`src/rtl/uw_pkg.sv`:
```
package uw_pkg;
  typedef enum logic [1:0] {
    OP_EXT   = 2'b00,
    OP_WRITE = 2'b01,
    OP_READ  = 2'b10,
    OP_ERASE = 2'b11
  } uw_op_e;

  typedef enum logic [1:0] {
    EXT_LOCK   = 2'b00,
    EXT_FILL   = 2'b01,
    EXT_WIPE   = 2'b10,
    EXT_UNLOCK = 2'b11
  } uw_ext_e;

  typedef enum logic [1:0] {
    ACT_NONE,
    ACT_ERASE_ONE,
    ACT_ERASE_ALL,
    ACT_WRITE
  } uw_act_e;
endpackage

```
`src/rtl/uw_pin_sync.sv`:
```
module uw_pin_sync #(
  parameter int STAGES = 2
) (
  input  logic clk,
  input  logic rst_n,
  input  logic cs_i,
  input  logic sk_i,
  input  logic di_i,
  output logic cs_o,
  output logic di_o,
  output logic sk_rise,
  output logic cs_rise,
  output logic cs_fall
);
  logic [STAGES-1:0] cs_pipe, sk_pipe, di_pipe;
  logic cs_d, sk_d;

  always_ff @(posedge clk or negedge rst_n) begin
    if (!rst_n) begin
      cs_pipe <= '0;
      sk_pipe <= '0;
      di_pipe <= '0;
      cs_d    <= 1'b0;
      sk_d    <= 1'b0;
    end else begin
      cs_pipe <= {cs_pipe[STAGES-2:0], cs_i};
      sk_pipe <= {sk_pipe[STAGES-2:0], sk_i};
      di_pipe <= {di_pipe[STAGES-2:0], di_i};
      cs_d    <= cs_pipe[STAGES-1];
      sk_d    <= sk_pipe[STAGES-1];
    end
  end

  assign cs_o    = cs_pipe[STAGES-1];
  assign di_o    = di_pipe[STAGES-1];
  assign sk_rise = sk_pipe[STAGES-1] & ~sk_d;
  assign cs_rise = cs_pipe[STAGES-1] & ~cs_d;
  assign cs_fall = ~cs_pipe[STAGES-1] & cs_d;
endmodule

```
`src/rtl/uw_frame_rx.sv`:
```
module uw_frame_rx
  import uw_pkg::*;
#(
  parameter int ADDR_SLOTS = 8,
  parameter int DW         = 16
) (
  input  logic                  clk,
  input  logic                  rst_n,
  input  logic                  cs_s,
  input  logic                  sk_rise,
  input  logic                  di_s,
  input  logic                  busy,
  input  logic [DW-1:0]         rd_word,
  output logic                  frame_done,
  output uw_op_e                op,
  output logic [ADDR_SLOTS-1:0] field,
  output logic [DW-1:0]         wdata,
  output logic                  start_seen,
  output logic                  rd_active,
  output logic                  rd_bit
);
  localparam int HDR_W    = 2 + ADDR_SLOTS;
  localparam int HDR_LEN  = 1 + HDR_W;
  localparam int FULL_LEN = HDR_LEN + DW;
  localparam int CW       = $clog2(FULL_LEN + 1);

  logic [CW-1:0]    cnt;
  logic [HDR_W-1:0] hdr;
  logic [DW-1:0]    rd_sr;
  logic             rd_load;
  uw_op_e           op_next;

  assign op      = uw_op_e'(hdr[HDR_W-1 -: 2]);
  assign op_next = uw_op_e'(hdr[HDR_W-2 -: 2]);
  assign field   = hdr[ADDR_SLOTS-1:0];

  always_ff @(posedge clk or negedge rst_n) begin
    if (!rst_n) begin
      cnt        <= '0;
      hdr        <= '0;
      wdata      <= '0;
      rd_sr      <= '0;
      rd_load    <= 1'b0;
      rd_active  <= 1'b0;
      rd_bit     <= 1'b0;
      start_seen <= 1'b0;
    end else begin
      start_seen <= 1'b0;
      rd_load    <= 1'b0;
      if (!cs_s) begin
        cnt       <= '0;
        rd_active <= 1'b0;
      end else if (sk_rise && !busy) begin
        if (cnt == '0) begin
          if (di_s) begin
            cnt        <= CW'(1);
            start_seen <= 1'b1;
          end
        end else if (cnt < CW'(HDR_LEN)) begin
          hdr <= {hdr[HDR_W-2:0], di_s};
          cnt <= cnt + CW'(1);
          if (cnt == CW'(HDR_LEN - 1) && op_next == OP_READ) rd_load <= 1'b1;
        end else if (op == OP_WRITE && cnt < CW'(FULL_LEN)) begin
          wdata <= {wdata[DW-2:0], di_s};
          cnt   <= cnt + CW'(1);
        end else if (rd_active) begin
          rd_bit <= rd_sr[DW-1];
          rd_sr  <= {rd_sr[DW-2:0], 1'b0};
        end
      end
      if (rd_load && cs_s) begin
        rd_sr     <= rd_word;
        rd_active <= 1'b1;
        rd_bit    <= 1'b0;
      end
    end
  end

  assign frame_done = (op != OP_WRITE && cnt == CW'(HDR_LEN)) ||
                      (op == OP_WRITE && cnt == CW'(FULL_LEN));
endmodule

```
`src/rtl/uw_cmd_exec.sv`:
```
module uw_cmd_exec
  import uw_pkg::*;
#(
  parameter int ADDR_SLOTS = 8,
  parameter int DW         = 16,
  parameter int AW         = 7
) (
  input  logic                  clk,
  input  logic                  rst_n,
  input  logic                  cs_fall,
  input  logic                  frame_done,
  input  uw_op_e                op,
  input  logic [ADDR_SLOTS-1:0] field,
  input  logic [DW-1:0]         wdata,
  input  logic                  busy,
  output logic                  wen,
  output logic                  launch,
  output logic                  clr_all,
  output logic                  wr_en,
  output logic [AW-1:0]         wr_addr,
  output logic [DW-1:0]         wr_data
);
  uw_ext_e ext;
  uw_act_e act;
  logic    set_wen, clr_wen;

  assign ext = uw_ext_e'(field[ADDR_SLOTS-1 -: 2]);

  always_comb begin
    set_wen = 1'b0;
    clr_wen = 1'b0;
    act     = ACT_NONE;
    if (cs_fall && frame_done && !busy) begin
      unique case (op)
        OP_EXT: begin
          unique case (ext)
            EXT_UNLOCK: set_wen = 1'b1;
            EXT_LOCK:   clr_wen = 1'b1;
            EXT_WIPE:   act     = ACT_ERASE_ALL;
            default:    act     = ACT_NONE;
          endcase
        end
        OP_ERASE: act = ACT_ERASE_ONE;
        OP_WRITE: act = ACT_WRITE;
        default:  act = ACT_NONE;
      endcase
    end
  end

  always_ff @(posedge clk or negedge rst_n) begin
    if (!rst_n)       wen <= 1'b0;
    else if (set_wen) wen <= 1'b1;
    else if (clr_wen) wen <= 1'b0;
  end

  assign launch  = wen && (act != ACT_NONE);
  assign clr_all = launch && (act == ACT_ERASE_ALL);
  assign wr_en   = launch && (act == ACT_ERASE_ONE || act == ACT_WRITE);
  assign wr_addr = field[AW-1:0];
  assign wr_data = (act == ACT_WRITE) ? wdata : '1;
endmodule

```
`src/rtl/uw_busy_timer.sv`:
```
module uw_busy_timer #(
  parameter int CYCLES = 5000
) (
  input  logic clk,
  input  logic rst_n,
  input  logic launch,
  output logic busy
);
  localparam int CW = $clog2(CYCLES + 1);
  logic [CW-1:0] remain;

  always_ff @(posedge clk or negedge rst_n) begin
    if (!rst_n)              remain <= '0;
    else if (launch)         remain <= CW'(CYCLES);
    else if (remain != '0)   remain <= remain - CW'(1);
  end

  assign busy = (remain != '0);
endmodule

```
`src/rtl/uw_word_array.sv`:
```
module uw_word_array #(
  parameter int WORDS = 128,
  parameter int DW    = 16,
  parameter int AW    = 7
) (
  input  logic          clk,
  input  logic          rst_n,
  input  logic          clr_all,
  input  logic          wr_en,
  input  logic [AW-1:0] wr_addr,
  input  logic [DW-1:0] wr_data,
  input  logic [AW-1:0] rd_addr,
  output logic [DW-1:0] rd_data
);
  logic [DW-1:0] mem [WORDS];

  for (genvar g = 0; g < WORDS; g++) begin : g_word
    always_ff @(posedge clk or negedge rst_n) begin
      if (!rst_n)                                mem[g] <= '0;
      else if (clr_all)                          mem[g] <= '1;
      else if (wr_en && wr_addr == AW'(g))       mem[g] <= wr_data;
    end
  end

  assign rd_data = mem[rd_addr];
endmodule

```
`src/rtl/uw_eeprom_ctrl.sv`:
```
module uw_eeprom_ctrl
  import uw_pkg::*;
#(
  parameter int WORDS        = 128,
  parameter int DW           = 16,
  parameter int ADDR_SLOTS   = 8,
  parameter int ERASE_CYCLES = 5000,
  parameter int SYNC_STAGES  = 2
) (
  input  logic clk,
  input  logic rst_n,
  input  logic cs,
  input  logic sk,
  input  logic di,
  output logic do_bit,
  output logic do_oe
);
  localparam int AW = $clog2(WORDS);

  logic                  cs_s, di_s, sk_rise, cs_rise, cs_fall;
  logic                  frame_done, start_seen, rd_active, rd_bit;
  uw_op_e                op;
  logic [ADDR_SLOTS-1:0] field;
  logic [DW-1:0]         wdata, rd_word, wr_data;
  logic                  wen, launch, clr_all, wr_en, busy;
  logic [AW-1:0]         wr_addr;
  logic                  stat_armed, stat_mode;

  uw_pin_sync #(.STAGES(SYNC_STAGES)) u_sync (
    .clk(clk), .rst_n(rst_n), .cs_i(cs), .sk_i(sk), .di_i(di),
    .cs_o(cs_s), .di_o(di_s), .sk_rise(sk_rise), .cs_rise(cs_rise), .cs_fall(cs_fall)
  );

  uw_frame_rx #(.ADDR_SLOTS(ADDR_SLOTS), .DW(DW)) u_rx (
    .clk(clk), .rst_n(rst_n), .cs_s(cs_s), .sk_rise(sk_rise), .di_s(di_s),
    .busy(busy), .rd_word(rd_word), .frame_done(frame_done), .op(op),
    .field(field), .wdata(wdata), .start_seen(start_seen),
    .rd_active(rd_active), .rd_bit(rd_bit)
  );

  uw_cmd_exec #(.ADDR_SLOTS(ADDR_SLOTS), .DW(DW), .AW(AW)) u_exec (
    .clk(clk), .rst_n(rst_n), .cs_fall(cs_fall), .frame_done(frame_done),
    .op(op), .field(field), .wdata(wdata), .busy(busy), .wen(wen),
    .launch(launch), .clr_all(clr_all), .wr_en(wr_en), .wr_addr(wr_addr),
    .wr_data(wr_data)
  );

  uw_busy_timer #(.CYCLES(ERASE_CYCLES)) u_timer (
    .clk(clk), .rst_n(rst_n), .launch(launch), .busy(busy)
  );

  uw_word_array #(.WORDS(WORDS), .DW(DW), .AW(AW)) u_array (
    .clk(clk), .rst_n(rst_n), .clr_all(clr_all), .wr_en(wr_en),
    .wr_addr(wr_addr), .wr_data(wr_data), .rd_addr(field[AW-1:0]),
    .rd_data(rd_word)
  );

  // Status presentation: armed by a committed array change, shown on the next cs rise
  always_ff @(posedge clk or negedge rst_n) begin
    if (!rst_n) begin
      stat_armed <= 1'b0;
      stat_mode  <= 1'b0;
      do_oe      <= 1'b0;
      do_bit     <= 1'b0;
    end else begin
      if (launch)       stat_armed <= 1'b1;
      else if (cs_rise) stat_armed <= 1'b0;
      if (!cs_s || start_seen) stat_mode <= 1'b0;
      else if (cs_rise)        stat_mode <= stat_armed;
      do_oe  <= cs_s && (rd_active || stat_mode);
      do_bit <= rd_active ? rd_bit : !busy;
    end
  end
endmodule

```
`config.mk`:
```
export PLATFORM = sky130hd
export DESIGN_NAME = uw_eeprom_ctrl
export DESIGN_NICKNAME = d
export VERILOG_FILES = /design/src/rtl/uw_pkg.sv /design/src/rtl/uw_pin_sync.sv /design/src/rtl/uw_frame_rx.sv /design/src/rtl/uw_cmd_exec.sv /design/src/rtl/uw_busy_timer.sv /design/src/rtl/uw_word_array.sv /design/src/rtl/uw_eeprom_ctrl.sv
export SDC_FILE = /design/constraint.sdc
export NUM_CORES = 2
export LEC_CHECK = 0
export BUFFER_PORTS_ARGS = -buffer_cell sky130_fd_sc_hd__buf_2
export CELL_PAD_IN_SITES_DETAIL_PLACEMENT = 2
export CELL_PAD_IN_SITES_GLOBAL_PLACEMENT = 2
export CORE_MARGIN = 5
export CORE_UTILIZATION = 40
export CTS_BUF_LIST = sky130_fd_sc_hd__clkbuf_4
export DETAILED_ROUTE_END_ITERATION = 6
export GPL_ROUTABILITY_DRIVEN = 0
export HOLD_SLACK_MARGIN = 0.15
export PLACE_DENSITY_LB_ADDON = 0.3
export SKIP_LAST_GASP = 1
export SLEW_MARGIN = 20
export SYNTH_ARGS = -nofsm -noshare
export SYNTH_HDL_FRONTEND = slang
export SYNTH_HIERARCHICAL = 1
export SYNTH_SLANG_ARGS = --single-unit
```
`constraint.sdc`:
```
create_clock -name clk -period 3.85 [get_ports clk]
set_input_delay 0.385 -clock clk [delete_from_list [all_inputs] [get_ports clk]]
set_output_delay 0.385 -clock clk [all_outputs]
set_load 0.01 [all_outputs]
```
==> impl_metrics.tcl <==
set metrics [dict create \
    power_density_nw_per_um2 393 \
    numCtsBuffers 612 \
    peakVddDrop_v 0.000308 \
    skew_ps 174 \
    placed_area_um2 114000 \
    clock-sinks 2125 \
    report.final.setup_viol 0 \
    path_max_fanout 35 \
    finish.instance_area_um2 123000 \
    clock_path_buffers 4 \
    min_period_ps 3680 \
    die_h_um 526 \
    drtPass1Iterations 6 \
    setup_tns_ps 0 \
    grt_pass1_wl_mm 669 \
    hp-class "register to register" \
    antenna_found_initial 26 \
    ys_types 64 \
    totalWireLength_mm 456 \
    dieWidth_um 526 \
    grt_max_degree 136 \
    clk-insertion-delay-late_ps 1630 \
    via_count 89600 \
    yosysSeqAreaShare 0.500 \
    crit_arrival_ps 5050 \
    yosys_warnings 6 \
    syn_area_um2 106000 \
    core_um2 265000 \
    grt_pass1_vias 101000 \
    row_count 189 \
    worst_pin_slew_ps 1190 \
    grt_usage 0.317 \
    yosys.area.top_type "dfrtp_1" \
    finalHoldViolations 0 \
    yosys-top-cells-area "dfrtp_1 (50%), nand2_1 (15%), nand3b_1 (14%)" \
    htreeDepth 6 \
    globalRouteOverflowTotal 0 \
    fill_cells 27300 \
    hold_ws_ps 355 \
    drc 0 \
    cap_violations 0 \
    slew_viol_final 0 \
    place_hpwl_mm 279 \
    fin_nets 10800 \
    endpoint_kind "register" \
    netlist.area_leader.share 0.500 \
    fmax_mhz 272 \
    async_flop_share 1.00 \
    status "finished clean" \
    fp.dieArea_um2 276000 \
    synth-edff-count 0 \
    synth_top_flop_cell "dfrtp_1" \
    clk_pin_slew_ps 60 \
    netlist_instances 10500 \
    io_pins 7 \
    drt_iter0_drc 8186 \
    cts_tree "built" \
    wl_per_cell_um 30.9 \
    worst-setup-path-type "register to register" \
    cts_root_buf "clkbuf_4" \
    worst_slack_ps 171 \
    rsz0062_at_grt "no" \
    area_delta_synth_final_pct 15.2 \
    viasPerCell 6.08 \
    p_leak_nw 55.5 \
    required_ps 5220 \
    ys_ff_latch 2125 \
    place_ws_ps 146 \
    synthesis.nets 10500 \
    start_kind "register" \
    port_buffers 6 \
    ant_nets 0 \
    final_util 0.463 \
    initial_utilization 0.402 \
    avgSynthCellArea_um2 10.2 \
    maxSlewHeadroom 0.207 \
    layout-drive-gt1-share 0.219 \
    finalCritPeriodShare 0.956 \
]
-- what timing repair did --
action | in CTS | in global routing
hold buffers | 13 | 0
setup buffers | 0 | 6
setup endpoints to repair | 0 | 691
resized for setup | 0 | 3
hold endpoints to repair | 2128 | 0
-- worst paths after layout --
kind	from	to	slack (ps)	depth (start not counted)
worst max-delay path	u_timer/remain[0]	u_array/mem[786]	170	11
worst min-delay path	u_sync/sk_pipe[0]	u_sync/sk_pipe[1]	350	0
worst max register to register	u_timer/remain[0]	u_array/mem[786]	170	11
worst min register to register	u_sync/sk_pipe[0]	u_sync/sk_pipe[1]	350	0
max in group asynchronous	rst_n	u_array/mem[813]	1830	6
min in group asynchronous	rst_n	u_array/mem[1253]	700	5
-- logic make-up after synthesis --
kind of cell / synth area share
AND/OR/NAND/NOR: 0.311
flip-flops: 0.500
buffers and inverters: 0.0361
multiplexers: 0.147
AO/OA/AOI/OAI: 0.00487
adder cells (fa/ha/maj): 0.000588
XOR/XNOR: 0.000165
-- critical path, cell delays in order (launching register included) --
cell      delay, ps
dfrtp_1         450
inv_1           130
ha_1            200
nor4b_2         300
nand3_1         150
buf_4           220
and4bb_1        370
nand2_4         380
or2_4           660
buf_4           350
nand2_1         100
nand3b_1         90
-- area by class of cell --
cell class                      count  area [µm²]  share of cell area
Inverter                           10        37.5            0.000306
Multi-Input combinational cell   7379       50200               0.410
Timing Repair Buffer              620        6890              0.0562
Antenna cell                       14        35.0            0.000286
Sequential cell                  2125       53200               0.434
Tap cell                         3533        4420              0.0361
Clock buffer                      879        6600              0.0538
Clock inverter                    179        1190             0.00974
-- cell usage in the layout (no fill, tap or decap), types with 22 or more instances in the layout --
cell / Yosys / layout
a21oi_1: 22 / 22
buf_12: 1 / 176
buf_4: 9 / 426
clkbuf_4: 0 / 879
clkinv_1: 0 / 118
dfrtp_1: 2125 / 2119
mux2_2: 32 / 32
mux4_2: 672 / 672
nand2_1: 4126 / 4125
nand3_1: 130 / 129
nand3b_1: 2054 / 2054
nor3_2: 0 / 130
-- power breakdown --
part / internal [mW] / total [mW] / switching (mW)
logic: 1.24 / 3.51 / 2.27
registers: 22.3 / 22.4 / 0.0436
clock network: 11.3 / 22.3 / 11.0
-- per-stage QoR --
step / std cells / total power [mW]
after floorplan: 10500 / 24.6
after detailed placement: 13600 / 26.3
after global placement: 13600 / 26.3
final: 14700 / 48.2
after global routing: 14700 / 50.2
after CTS: 14700 / 48.8
-- synth_stat cells, drive strengths merged, types with 4 or more instances --
cell type,number
dfrtp,2125
and3,8
or2,19
nand2b,5
nand3b,2054
mux4,672
inv,10
a21oi,22
nor4,5
a21o,4
clkbuf,878
and3b,5
buf,95
or4,5
nand3,130
o31ai,21
nor3,145
nand2,4127
o21ai,10
nor2,15
nor2b,9
ha,5
nor3b,5
mux2i,4
mux2,42
or3,14
-- registers in the layout (all words and copies together), names as in the netlist --
| signal | count |
|---|---|
| u_rx/cnt | 5 |
| u_sync/cs_pipe | 2 |
| do_bit | 1 |
| do_oe | 1 |
| u_rx/start_seen | 1 |
| u_rx/rd_active | 1 |
| u_rx/rd_bit | 1 |
| u_rx/rd_load | 1 |
| u_exec/wen | 1 |
| stat_armed | 1 |
| u_rx/rd_sr | 16 |
| u_rx/wdata | 16 |
| u_sync/cs_d | 1 |
| u_sync/sk_pipe | 2 |
| u_timer/remain | 13 |
| u_sync/sk_d | 1 |
| u_rx/hdr | 10 |
| stat_mode | 1 |
| u_sync/di_pipe | 2 |
| u_array/mem | 2048 |
-- routing by layer --
metal | part of all wire | GRT usage | vias to the layer above
li1 | - | - | 36400
met4 | 0.047 | 0.139 | 14
met1 | 0.41 | 0.415 | 48800
met5 | 0.00021 | 0 | -
met2 | 0.47 | 0.517 | 3377
met3 | 0.073 | 0.0603 | 1021
(Power assumes the default switching activity.)
